File: src/rtl/divcfg_pkg.sv
// Package: shared constants for the divider configuration loader.
// Assumes: the field widths below match the parameters used at the top.
package divcfg_pkg;

    // Code on the test-select bits that forces TEST low in serial mode
    localparam logic [1:0] TSEL_OFF = 2'b00;

    // Operating mode held by the register bank
    typedef enum logic {
        MODE_PAR = 1'b0,
        MODE_SER = 1'b1
    } cfg_mode_e;

endpackage

File: src/rtl/divcfg_sync.sv
// Module: multi-bit two-flop (or deeper) synchronizer.
// What it does: carries each asynchronous input bit into the clk domain.
// Assumes: each bit is an independent slow level; reset clears the chain.
module divcfg_sync #(
    parameter int WIDTH  = 4,
    parameter int STAGES = 2
) (
    input  logic             clk,
    input  logic             rst_n,
    input  logic [WIDTH-1:0] async_in,
    output logic [WIDTH-1:0] sync_out
);

    genvar b;
    generate
        for (b = 0; b < WIDTH; b++) begin : g_bit
            logic [STAGES-1:0] chain;

            // Shift the raw bit through the flop chain
            always_ff @(posedge clk) begin
                if (!rst_n) chain <= '0;
                else        chain <= {chain[STAGES-2:0], async_in[b]};
            end

            assign sync_out[b] = chain[STAGES-1];
        end
    endgenerate

endmodule

File: src/rtl/divcfg_edge.sv
// Module: rising-edge detector on synchronized levels.
// What it does: pulses for one clk cycle when a level goes 0 -> 1.
// Assumes: inputs are already in the clk domain.
module divcfg_edge #(
    parameter int WIDTH = 1
) (
    input  logic             clk,
    input  logic             rst_n,
    input  logic [WIDTH-1:0] level,
    output logic [WIDTH-1:0] rise
);

    logic [WIDTH-1:0] level_q;

    // Remember the previous level
    always_ff @(posedge clk) begin
        if (!rst_n) level_q <= '0;
        else        level_q <= level;
    end

    assign rise = level & ~level_q;

endmodule

File: src/rtl/divcfg_shifter.sv
// Module: serial frame shift register.
// What it does: shifts one bit in at the LSB per enabled strobe; oldest bits leave the MSB.
// Assumes: shift_en is a single-cycle pulse per serial clock edge.
module divcfg_shifter #(
    parameter int FRAME_W = 31
) (
    input  logic               clk,
    input  logic               rst_n,
    input  logic               shift_en,
    input  logic               bit_in,
    output logic [FRAME_W-1:0] frame
);

    // Shift the frame on each enabled serial edge
    always_ff @(posedge clk) begin
        if (!rst_n)        frame <= '0;
        else if (shift_en) frame <= {frame[FRAME_W-2:0], bit_in};
    end


    // shift_hold_chk
    shift_hold_chk: assert property (@(posedge clk) disable iff (!rst_n)
        !shift_en |=> $stable(frame));


    // shift_entry_chk
    shift_entry_chk: assert property (@(posedge clk) disable iff (!rst_n)
        shift_en |=> frame[0] == $past(bit_in));

endmodule

File: src/rtl/divcfg_regs.sv
// Module: divider setting register bank.
// What it does: emulates the transparent parallel latch and the serial
//   transfer latch with clocked registers, and derives TEST.
// Assumes: par_level and xfer_level are synchronized levels; parallel mode wins.
module divcfg_regs
    import divcfg_pkg::*;
#(
    parameter int P_W     = 3,
    parameter int N_W     = 3,
    parameter int MINT_W  = 6,
    parameter int FRAC_W  = 12,
    parameter int DS_W    = 2,
    parameter int TSEL_W  = 2,
    parameter int FRAME_W = 31
) (
    input  logic               clk,
    input  logic               rst_n,
    input  logic               par_level,
    input  logic               xfer_level,
    input  logic [FRAME_W-1:0] frame,
    input  logic [MINT_W-1:0]  pin_mint,
    input  logic [N_W-1:0]     pin_na,
    input  logic [N_W-1:0]     pin_nb,
    input  logic [P_W-1:0]     pin_p,
    output logic [P_W-1:0]     p_div,
    output logic [MINT_W-1:0]  mint_div,
    output logic [FRAC_W-1:0]  mfrac_div,
    output logic [N_W-1:0]     na_div,
    output logic [N_W-1:0]     nb_div,
    output logic [DS_W-1:0]    mode_bits,
    output logic               test_out
);

    // Field offsets inside the frame (LSB end holds the last bits shifted)
    localparam int MINT_LO = 0;
    localparam int FRAC_LO = MINT_LO + MINT_W;
    localparam int DS_LO   = FRAC_LO + FRAC_W;
    localparam int P_LO    = DS_LO + DS_W;
    localparam int NA_LO   = P_LO + P_W;
    localparam int NB_LO   = NA_LO + N_W;
    localparam int TSEL_LO = NB_LO + N_W;

    logic [TSEL_W-1:0] tsel_q;
    cfg_mode_e         mode_q;
    logic              xfer_en;

    assign xfer_en = par_level && xfer_level;

    // Integer fields: follow pins in parallel mode, frame during transfer
    always_ff @(posedge clk) begin
        if (!rst_n || !par_level) begin
            p_div    <= pin_p;
            mint_div <= pin_mint;
            na_div   <= pin_na;
            nb_div   <= pin_nb;
        end else if (xfer_en) begin
            p_div    <= frame[P_LO    +: P_W];
            mint_div <= frame[MINT_LO +: MINT_W];
            na_div   <= frame[NA_LO   +: N_W];
            nb_div   <= frame[NB_LO   +: N_W];
        end
    end

    // Serial-only fields: written by a transfer, cleared only by reset
    always_ff @(posedge clk) begin
        if (!rst_n) begin
            mfrac_div <= '0;
            mode_bits <= '0;
            tsel_q    <= '0;
        end else if (xfer_en) begin
            mfrac_div <= frame[FRAC_LO +: FRAC_W];
            mode_bits <= frame[DS_LO   +: DS_W];
            tsel_q    <= frame[TSEL_LO +: TSEL_W];
        end
    end

    // Track which path last owned the settings
    always_ff @(posedge clk) begin
        if (!rst_n || !par_level) mode_q <= MODE_PAR;
        else if (xfer_en)         mode_q <= MODE_SER;
    end

    // TEST: low in parallel mode or when test-select is off, else fraction-active
    assign test_out = (mode_q == MODE_SER) && (tsel_q != TSEL_OFF) && (mfrac_div != '0);


    // par_follow_chk
    par_follow_chk: assert property (@(posedge clk) disable iff (!rst_n)
        !par_level |=> (mint_div == $past(pin_mint)) && (p_div == $past(pin_p)));


    // par_frac_keep_chk
    par_frac_keep_chk: assert property (@(posedge clk) disable iff (!rst_n)
        !par_level |=> $stable(mfrac_div) && $stable(mode_bits));


    // idle_hold_chk
    idle_hold_chk: assert property (@(posedge clk) disable iff (!rst_n)
        (par_level && !xfer_level) |=> $stable(mint_div) && $stable(na_div) && $stable(nb_div));


    // xfer_copy_chk
    xfer_copy_chk: assert property (@(posedge clk) disable iff (!rst_n)
        xfer_en |=> mfrac_div == $past(frame[FRAC_LO +: FRAC_W]));


    // par_test_low_chk
    par_test_low_chk: assert property (@(posedge clk) disable iff (!rst_n)
        !par_level |=> !test_out);

endmodule

File: src/rtl/divcfg_loader.sv
// Module: top of the dual-mode divider configuration loader.
// What it does: synchronizes strobes and serial data, detects serial clock
//   edges, gates the shifter, and feeds the register bank.
// Assumes: ser_clk phases last well over STAGES+1 system clocks.
module divcfg_loader #(
    parameter int P_W    = 3,
    parameter int N_W    = 3,
    parameter int MINT_W = 6,
    parameter int FRAC_W = 12,
    parameter int DS_W   = 2,
    parameter int TSEL_W = 2,
    parameter int STAGES = 2
) (
    input  logic              clk,
    input  logic              rst_n,
    input  logic              par_load_n,
    input  logic              ser_load,
    input  logic              ser_clk,
    input  logic              ser_data,
    input  logic [MINT_W-1:0] pin_mint,
    input  logic [N_W-1:0]    pin_na,
    input  logic [N_W-1:0]    pin_nb,
    input  logic [P_W-1:0]    pin_p,
    output logic [P_W-1:0]    p_div,
    output logic [MINT_W-1:0] mint_div,
    output logic [FRAC_W-1:0] mfrac_div,
    output logic [N_W-1:0]    na_div,
    output logic [N_W-1:0]    nb_div,
    output logic [DS_W-1:0]   mode_bits,
    output logic              test_out
);

    localparam int FRAME_W = TSEL_W + 2 * N_W + P_W + DS_W + FRAC_W + MINT_W;
    localparam int NSYNC   = 4;

    logic [NSYNC-1:0]   raw_in;
    logic [NSYNC-1:0]   synced;
    logic               par_level;
    logic               xfer_level;
    logic               sclk_level;
    logic               sdata_level;
    logic [0:0]         sclk_rise;
    logic               shift_en;
    logic [FRAME_W-1:0] frame;

    assign raw_in = {ser_data, ser_clk, ser_load, par_load_n};
    assign {sdata_level, sclk_level, xfer_level, par_level} = synced;

    divcfg_sync #(.WIDTH(NSYNC), .STAGES(STAGES)) u_sync (
        .clk      (clk),
        .rst_n    (rst_n),
        .async_in (raw_in),
        .sync_out (synced)
    );

    divcfg_edge #(.WIDTH(1)) u_edge (
        .clk   (clk),
        .rst_n (rst_n),
        .level (sclk_level),
        .rise  (sclk_rise)
    );

    // Shifting allowed only outside parallel mode and outside a transfer
    assign shift_en = sclk_rise[0] && par_level && !xfer_level;

    divcfg_shifter #(.FRAME_W(FRAME_W)) u_shift (
        .clk      (clk),
        .rst_n    (rst_n),
        .shift_en (shift_en),
        .bit_in   (sdata_level),
        .frame    (frame)
    );

    divcfg_regs #(
        .P_W(P_W), .N_W(N_W), .MINT_W(MINT_W), .FRAC_W(FRAC_W),
        .DS_W(DS_W), .TSEL_W(TSEL_W), .FRAME_W(FRAME_W)
    ) u_regs (
        .clk        (clk),
        .rst_n      (rst_n),
        .par_level  (par_level),
        .xfer_level (xfer_level),
        .frame      (frame),
        .pin_mint   (pin_mint),
        .pin_na     (pin_na),
        .pin_nb     (pin_nb),
        .pin_p      (pin_p),
        .p_div      (p_div),
        .mint_div   (mint_div),
        .mfrac_div  (mfrac_div),
        .na_div     (na_div),
        .nb_div     (nb_div),
        .mode_bits  (mode_bits),
        .test_out   (test_out)
    );

endmodule

File: config.mk
export PLATFORM = sky130hd
export DESIGN_NAME = divcfg_loader
export DESIGN_NICKNAME = d
export VERILOG_FILES = /design/src/rtl/divcfg_pkg.sv /design/src/rtl/divcfg_sync.sv /design/src/rtl/divcfg_edge.sv /design/src/rtl/divcfg_shifter.sv /design/src/rtl/divcfg_regs.sv /design/src/rtl/divcfg_loader.sv
export SDC_FILE = /design/constraint.sdc
export NUM_CORES = 1
export LEC_CHECK = 0
export CAP_MARGIN = 25
export CORE_MARGIN = 5
export CORE_UTILIZATION = 55
export CTS_CLUSTER_DIAMETER = 60
export CTS_CLUSTER_SIZE = 28
export DETAILED_ROUTE_END_ITERATION = 8
export PLACE_DENSITY = 0.82
export SETUP_SLACK_MARGIN = 0.05
export SLEW_MARGIN = 40
export SYNTH_ARGS = -nofsm -noshare
export SYNTH_HDL_FRONTEND = slang
export SYNTH_SLANG_ARGS = --single-unit
export TNS_END_PERCENT = 30
File: constraint.sdc
create_clock -name clk -period 3 [get_ports clk]
set_input_delay 0.3 -clock clk [delete_from_list [all_inputs] [get_ports clk]]
set_output_delay 0.3 -clock clk [all_outputs]
set_load 0.02 [all_outputs]
==> run summary, run 1 <==
DR vias = 1940
Routed Antenna Nets = 0
setup TNS = 0 ps
critical path depth in cells = 3
hold buffer count at cts = 0
delay of the slowest cell on the worst path = 560 ps
max cap viols = 0
GP Congestion = 0.702
CP bufs+invs = 1
post-synthesis sequential area ratio = 0.585
Area Growth Syn to Fin = 25.9%
WL met3 = 349 µm
Rel. slew slack = 0.618
Iteration-0 DRC Markers = 106
CTS tree = yes
CP Launch Point = u_regs.mfrac_div[2]
worst-path cell chain = nor4_1, a31oi_1, clkdlybuf4s50_1
CP Capture Type = output pin
share of layout cells above drive strength 1 = 0.101
clk slew on worst S/H paths = 70 ps
RSZ-0062 raised after global routing = no
Worst Path Max Fanout = 3
CTS resizes = 0
Buffers on Ports = 50
Worst setup SP type = register
Min-Delay Path Depth = 1
syn nets = 287
FF-to-FF End = u_regs.nb_div[0]
gr usage total = 0.177
Reg2Reg Depth = 2
clock latency on the worst-skew pair = 340 ps
FP Rows = 25
Starting Density = 0.572
Slew Limit Fails = 0
WP data arrival = 1770 ps
Period minus WS final = 2070 ps
Max VDD drop = 347 µV
Avg Inst Size Synth = 10.2 µm²
Nets = 334
CP Data Required Time = 2700 ps
first-pass GRT wire length = 8.72 mm
DR WL/cell = 13.3 µm
Routed met1 length = 2.21 mm
DRT Wirelength = 5.13 mm
Layout fillers = 385
Synth area leader = dfxtp_1
top cells by area, synth = dfxtp_1 42%, edfxtp_1 17%, nand2_1 13%
Cell variety after synth = 19
top layer in use = met4
Syn Inst Count = 266
Root Buffer = clkbuf_8
top-area cell type share of the netlist area = 0.420
Hold Crit Class = register to register
Die Wd = 80.3 µm
Fmax achieved = 483 MHz
Final Cycle Share = 0.691
Ys Warns = 0
drt first pass iters = 4
Die Area = 6450 µm²
hold slack = 433 ps
crit path max-delay cell type = clkdlybuf4s50_1
number of global-route vias before repair = 1947
GRT overflow = 0
largest net degree at the start of global routing = 57
Final Hold Viols = 0
Worst R2R Start = u_sync.g_bit[0].chain[1]
clock buffer count from CTS = 9
Setup Buffers After CTS = 0
via/cell ratio = 5.04
Clock Sink Count = 72
outcome = finished clean
skew final = 7.67 ps
chip height = 80.3 µm
Setup crit end = test_out
#FFs+latches synth = 72
# diodes = 0
metal2 WL = 2.48 mm
R2R setup slack = 1500 ps
Mapped Area = 2720 µm²
CTS H-tree depth = 3
Clock Tree Buf Depth = 2
initial antenna violation count = 0
drt drc = 0
I/O Pins = 51
Final HPWL DP = 3.35 mm
Setup CP Type = register to output pin
family with the most delay on the worst path = buffers and inverters
PwrDens = 570 nW/µm²
static leakage = 1.17 nW
Tightest Pin Transition = 573 ps
final setup violation count = 0
core region area = 4750 µm²
per-layer routing:
layer	vias up	GRT usage
li1	974	-
met1	898	0.202
met2	56	0.288
met3	12	0.0482
met4	0	0.115
met5	-	0
cell usage in the layout (no fill, tap or decap):
cell type / count
nand2_2: 1
nor4_1: 3
clkdlybuf4s50_1: 50
mux2_2: 15
and2_1: 10
a31oi_1: 1
dfxtp_1: 57
buf_4: 2
edfxtp_1: 15
clkbuf_8: 10
o21ai_0: 1
nand4bb_1: 1
bufinv_16: 2
nand2_1: 95
a21boi_1: 40
clkinv_1: 2
and4bb_4: 1
clkbuf_1: 2
or2_2: 1
a21boi_0: 7
nor2_1: 2
stage by stage:
step / area, µm² / setup WS [ps] / util / cells / power, mW
5_1_grt: 3420 / 790 / 0.720 / 385 / 2.01
3_3_place_gp: 3210 / 1160 / 0.675 / 369 / 1.15
4_1_cts: 3420 / 900 / 0.720 / 385 / 1.97
2_1_floorplan: 2720 / 1660 / - / 266 / 1.10
3_5_place_dp: 3210 / 1120 / 0.675 / 369 / 1.16
6_report: 3420 / 928 / 0.720 / 385 / 1.95
synth_stat cells (all sizes together):
| cell type | n |
|---|---|
| edfxtp | 15 |
| nor4 | 3 |
| a31oi | 1 |
| and4bb | 1 |
| dfxtp | 57 |
| buf | 12 |
| nand4bb | 1 |
| o21ai | 1 |
| nand2 | 96 |
| mux2 | 15 |
| and2 | 10 |
| nor2 | 2 |
| a21boi | 47 |
| clkbuf | 4 |
| or2 | 1 |
registers in the layout, summed over array words and instances (netlist names):
register	flops
u_edge.level_q	1
u_regs.mfrac_div	12
u_regs.mint_div	6
u_regs.mode_bits	2
u_regs.mode_q	1
u_regs.na_div	3
u_regs.nb_div	3
u_regs.p_div	3
u_regs.tsel_q	2
u_shift.frame	31
u_sync.g_bit.chain	8
where the power goes:
part | switching [mW] | internal (mW)
clock | 0.332 | 0.486
combinational | 0.0476 | 0.0697
sequential | 0.00665 | 1.01
total | 0.386 | 1.56
worst register-to-register path, delay by kind of cell, from the launching register on:
| family | cells | cell delay [ps] |
|---|---|---|
| flip-flops | 1 | 420 |
| AND/OR/NAND/NOR | 2 | 800 |
logic make-up after synthesis:
| logic type | synth area share |
|---|---|
| multiplexers | 0.0621 |
| buffers and inverters | 0.0400 |
| AO/OA/AOI/OAI | 0.134 |
| AND/OR/NAND/NOR | 0.179 |
| flip-flops | 0.585 |
worst min-delay path by stage:
stage	start	end	slack [ps]
6_report	u_sync.g_bit[0].chain[0]	u_sync.g_bit[0].chain[1]	430
5_1_grt	u_sync.g_bit[0].chain[0]	u_sync.g_bit[0].chain[1]	450
4_1_cts	u_sync.g_bit[0].chain[0]	u_sync.g_bit[0].chain[1]	430
3_5_place_dp	u_sync.g_bit[0].chain[0]	u_sync.g_bit[0].chain[1]	420
3_3_place_gp	u_sync.g_bit[3].chain[0]	u_sync.g_bit[3].chain[1]	420
2_1_floorplan	u_sync.g_bit[0].chain[0]	u_sync.g_bit[0].chain[1]	410
area by class of cell:
cell class                 instances  area (µm²)  share of cell area
timing repair buffer              52         515               0.151
clock buffer                      12         145              0.0424
sequential                        72        1590               0.465
clock inverter                     4        67.6              0.0197
tap                               67        83.8              0.0245
multi-input combinational        178        1020               0.298
Note: power is estimated with default switching activity, not from simulation.
==> inputs of run 2 (changes only) <==
--- a/config.mk
+++ b/config.mk
@@ -7,11 +7,11 @@
 export LEC_CHECK = 0
 export CAP_MARGIN = 25
 export CORE_MARGIN = 5
-export CORE_UTILIZATION = 55
+export CORE_UTILIZATION = 46
 export CTS_CLUSTER_DIAMETER = 60
 export CTS_CLUSTER_SIZE = 28
 export DETAILED_ROUTE_END_ITERATION = 8
-export PLACE_DENSITY = 0.82
+export PLACE_DENSITY = 0.73
 export SETUP_SLACK_MARGIN = 0.05
 export SLEW_MARGIN = 40
 export SYNTH_ARGS = -nofsm -noshare
==> constraint.sdc (replaced) <==
create_clock -name clk -period 1.9 [get_ports clk]
set_input_delay 0.19 -clock clk [delete_from_list [all_inputs] [get_ports clk]]
set_output_delay 0.19 -clock clk [all_outputs]
set_load 0.02 [all_outputs]
==> run summary, run 2 (synthesis gave the netlist of run 1 again) <==
outcome = finished clean
Final Hold Viols = 0
Reg power frac = 0.558
RSZ-0062 raised after global routing = no
DR vias = 1878
drt drc = 0
first-pass GRT wire length = 8.38 mm
Tightest Pin Transition = 563 ps
post-layout util = 0.582
most common cell after layout, fill and taps aside = nand2_1
final setup violation count = 0
Worst Path Max Fanout = 3
PwrDens = 844 nW/µm²
cell internal pwr = 2.29 mW
Fmax achieved = 623 MHz
hold slack = 432 ps
worst-path cell chain = nor4_1, a31oi_1, dlygate4sd2_1
Buffers on Ports = 50
largest net degree at the start of global routing = 57
Hold Crit Class = register to register
Top reg by flops = u_shift.frame
GRT overflow = 0
clock buffer count from CTS = 9
max cap viols = 0
delay of the slowest cell on the worst path = 340 ps
Setup WS pre-CTS = 332 ps
Setup CP Type = register to output pin
hold buffer count at cts = 0
via/cell ratio = 4.77
Nets = 335
Root Buffer = clkbuf_8
static leakage = 1.17 nW
biggest regs = u_shift.frame x31, u_regs.mfrac_div x12, u_sync.g_bit.chain x8
CP Capture Type = output pin
Routed Antenna Nets = 0
Sw Share = 0.204
CTS H-tree depth = 3
DR WL/cell = 12.6 µm
placed insts = 378
initial antenna violation count = 0
Layout fillers = 502
crit path max-delay cell type = dlygate4sd2_1
DRT Wirelength = 4.95 mm
gr usage total = 0.144
I/O Pins = 51
skew final = 7.89 ps
clock latency on the worst-skew pair = 330 ps
core region area = 5850 µm²
drt first pass iters = 5
Slew Limit Fails = 0
commonest cells after routing, fill and taps aside = 95 x nand2_1, 57 x dfxtp_1, 49 x clkdlybuf4s50_1
Largest register FFs = 31
share of layout cells above drive strength 1 = 0.103
Comb pwr share = 0.065
Clock Sink Count = 72
number of global-route vias before repair = 1877
Period minus WS final = 1610 ps
Final Cycle Share = 0.845
Die Wd = 86.9 µm
CTS tree = yes
Clk pwr share = 0.378
Die Area = 7550 µm²
FP Rows = 28
Finished Layout Cells = 394
Starting Density = 0.465
Sequential Area = 1590 µm²
CP Data Required Time = 1710 ps
clk slew on worst S/H paths = 70 ps
Area Growth Syn to Fin = 25.3%
setup ws final = 295 ps
Rel. slew slack = 0.625
setup TNS = 0 ps
WP data arrival = 1420 ps
Final HPWL DP = 3.30 mm
switching pwr = 0.585 mW
Iteration-0 DRC Markers = 61
# diodes = 0
multi-input logic area = 1020 µm²
GP Congestion = 0.722
Clock Tree Buf Depth = 2
Worst setup SP type = register
Max VDD drop = 353 µV
chip height = 86.9 µm
-- run 2: cell types whose count changed in the layout (fill, tap and decap cells not counted), sizes merged --
cell	change
buf	+1
bufinv	-2
clkbuf	+4
clkdlybuf4s50	-1
clkinv	-2
dlygate4sd2	+1
-- run 2: final timing paths --
path                                 start  depth (start not counted)                  endpoint  slack [ps]
setup / recovery      u_regs.mfrac_div[11]                          3                  test_out         290
hold / removal    u_sync.g_bit[1].chain[0]                          1  u_sync.g_bit[1].chain[1]         430
setup reg to reg  u_sync.g_bit[1].chain[1]                          3         u_shift.frame[17]         580
hold reg to reg   u_sync.g_bit[1].chain[0]                          1  u_sync.g_bit[1].chain[1]         430
-- run 2: power groups by stage --
stage | sequential, mW | combinational (mW) | clock [mW]
after floorplan | 1.67 | 0.0622 | 0
after global routing | 1.61 | 0.198 | 1.17
after global placement | 1.64 | 0.186 | 0
after detailed placement | 1.64 | 0.188 | 0
final | 1.60 | 0.186 | 1.08
after CTS | 1.60 | 0.188 | 1.11
-- run 2: worst max-delay path, delay by kind of cell, from the launching register on --
family	cells	cell delay, ps
buf+inv	1	340
simple gates	1	320
flops	1	320
compound gates	1	110
-- run 2: per-layer routing --
metal	track usage	up-vias	routed length, µm
met2	0.245	37	2400
met5	0	-	0
met4	0.106	0	116
met3	0.0293	8	258
met1	0.158	849	2180
li1	-	984	-
-- run 2: stage by stage --
step / instance area (µm²) / power, mW
floorplan: 2720 / 1.73
global placement: 3230 / 1.82
detailed placement: 3230 / 1.83
CTS: 3410 / 2.90
global route: 3410 / 2.97
finish: 3410 / 2.87
-- run 2: what timing repair did --
action / in CTS / in global routing
gates resized for setup: 1 / 0
setup buffers: 0 / 0
endpoints found under the hold margin: 0 / 0
endpoints found under the setup margin: 1 / 0
-- run 2: final cells by class --
class,count,share of cell area
clock buffer,16,0.0529
multi-input combinational,178,0.299
sequential,72,0.467
tap,75,0.0276
timing repair buffer,53,0.153
==> inputs of run 3 (changes only) <==
--- a/config.mk
+++ b/config.mk
@@ -7,11 +7,11 @@
 export LEC_CHECK = 0
 export CAP_MARGIN = 25
 export CORE_MARGIN = 5
-export CORE_UTILIZATION = 46
+export CORE_UTILIZATION = 51
 export CTS_CLUSTER_DIAMETER = 60
 export CTS_CLUSTER_SIZE = 28
 export DETAILED_ROUTE_END_ITERATION = 8
-export PLACE_DENSITY = 0.73
+export PLACE_DENSITY = 0.76
 export SETUP_SLACK_MARGIN = 0.05
 export SLEW_MARGIN = 40
 export SYNTH_ARGS = -nofsm -noshare
==> constraint.sdc (replaced) <==
create_clock -name clk -period 1.6 [get_ports clk]
set_input_delay 0.16 -clock clk [delete_from_list [all_inputs] [get_ports clk]]
set_output_delay 0.16 -clock clk [all_outputs]
set_load 0.02 [all_outputs]
==> run summary, run 3 (synthesis gave the netlist of run 1 again) <==
Final Cycle Share = 0.940
I/O Pins = 51
Finished Layout Cells = 392
Layout fillers = 447
biggest regs = u_shift.frame x31, u_regs.mfrac_div x12, u_sync.g_bit.chain x8
DR vias = 1954
Clock Sink Count = 72
Reg power frac = 0.544
Hold Path Sink = u_sync.g_bit[1].chain[0]
setup ws final = 95.4 ps
cell internal pwr = 2.78 mW
commonest cells after routing, fill and taps aside = 95 x nand2_1, 56 x dfxtp_1, 48 x clkdlybuf4s50_1
max cap viols = 0
initial antenna violation count = 0
Setup CP Type = register to output pin
CTS H-tree depth = 3
CTS tree = yes
gr usage total = 0.153
DRT Wirelength = 5.19 mm
Starting Density = 0.529
largest net degree at the start of global routing = 57
post-route design area = 3460 µm²
post-layout util = 0.673
most common cell after layout, fill and taps aside = nand2_1
Max VDD drop = 673 µV
CP Data Required Time = 1440 ps
Min-Delay Path Depth = 2
Slew Limit Fails = 0
Setup Buffers After CTS = 0
family with the most delay on the worst path = buffers and inverters
drt drc = 0
Post-DP Area = 3270 µm²
Die Area = 6890 µm²
GRT overflow = 0
Buffers on Ports = 50
Worst setup SP type = register
Root Buffer = clkbuf_8
Largest register FFs = 31
Nets = 338
PwrDens = 1010 nW/µm²
static leakage = 1.21 nW
core region area = 5140 µm²
clock latency on the worst-skew pair = 340 ps
Sequential Area = 1590 µm²
skew final = 8.05 ps
Period minus WS final = 1500 ps
outcome = finished clean
Tightest Pin Transition = 536 ps
FF-to-FF End = u_shift.frame[24]
Setup WS pre-CTS = 49.3 ps
worst-path cell chain = clkdlybuf4s50_1
setup TNS = 0 ps
Rel. slew slack = 0.642
Clk pwr share = 0.392
# diodes = 0
Iteration-0 DRC Markers = 138
placed insts = 376
FP Rows = 26
first-pass GRT wire length = 8.45 mm
chip height = 83.0 µm
number of global-route vias before repair = 1783
Worst R2R Start = u_sync.g_bit[0].chain[1]
clk slew on worst S/H paths = 70 ps
Fmax achieved = 665 MHz
Final HPWL DP = 3.28 mm
delay of the slowest cell on the worst path = 640 ps
Worst Path Max Fanout = 3
Die Wd = 83.0 µm
R2R setup slack = 310 ps
Final Hold Viols = 0
share of layout cells above drive strength 1 = 0.124
DR WL/cell = 13.2 µm
Clock Tree Buf Depth = 2
WP data arrival = 1340 ps
RSZ-0062 raised after global routing = yes
multi-input logic area = 1020 µm²
switching pwr = 0.718 mW
Area Growth Syn to Fin = 27.3%
CP bufs+invs = 1
clock buffer count from CTS = 9
via/cell ratio = 4.98
CP Capture Type = output pin
GP Congestion = 0.705
Reg2Reg Depth = 3
Hold Crit Class = input pin to register
drt first pass iters = 4
hold path startpoint = ser_load
Routed Antenna Nets = 0
crit path max-delay cell type = clkdlybuf4s50_1
Sw Share = 0.205
Top reg by flops = u_shift.frame
Comb pwr share = 0.064
final setup violation count = 0
-- run 3: changes by cell type in the layout (fill, tap and decap cells not counted), sizes merged --
cell           delta
clkbuf            -4
buf               +4
clkdlybuf4s50     -1
bufinv            +1
clkinv            +3
-- run 3: final cells by class --
| type | count | share of cell area |
|---|---|---|
| clock buffers | 12 | 0.0419 |
| repair buffers | 56 | 0.164 |
| well taps | 70 | 0.0253 |
| multi-input cells | 178 | 0.296 |
| clock inverters | 4 | 0.0127 |
| flip-flops and latches | 72 | 0.460 |
-- run 3: how the worst max path moves through the flow --
stage	startpoint	end	slack (ps)	cells after the start
2_1_floorplan	u_sync.g_bit[0].chain[1]	u_regs.mint_div[0]	260	3
3_3_place_gp	u_regs.mfrac_div[11]	test_out	110	4
3_5_place_dp	u_regs.mfrac_div[0]	test_out	50	4
4_1_cts	u_regs.mfrac_div[11]	test_out	20	4
5_1_grt	u_regs.mfrac_div[4]	test_out	40	4
6_report	u_regs.mfrac_div[9]	mfrac_div[9]	100	1
-- run 3: per-layer routing --
layer,wire [µm],vias to the layer above,GRT usage
li1,-,988,-
met1,2180,915,0.177
met2,2630,44,0.253
met3,305,7,0.0495
met4,78,0,0.0758
met5,0,-,0
-- run 3: what timing repair did --
item / in CTS / in global routing
hold buffers: 0 / 0
gates resized for setup: 6 / 3
pin swaps: 0 / 1
endpoints found under the setup margin: 2 / 4
-- run 3: power groups by stage --
| stage | Clock [mW] | Sequential [mW] | Combinational (mW) |
|---|---|---|---|
| 5_1_grt | 1.48 | 1.91 | 0.236 |
| 2_1_floorplan | 0 | 1.98 | 0.0739 |
| 4_1_cts | 1.39 | 1.90 | 0.227 |
| 3_5_place_dp | 0 | 1.95 | 0.226 |
| 3_3_place_gp | 0 | 1.94 | 0.224 |
| 6_report | 1.37 | 1.90 | 0.223 |
-- run 3: through the flow --
step                total power [mW]  hold WS [ps]
floorplan                       2.06           287
global placement                2.17           414
detailed placement              2.17           418
CTS                             3.52           394
global route                    3.62           395
finish                          3.50           402
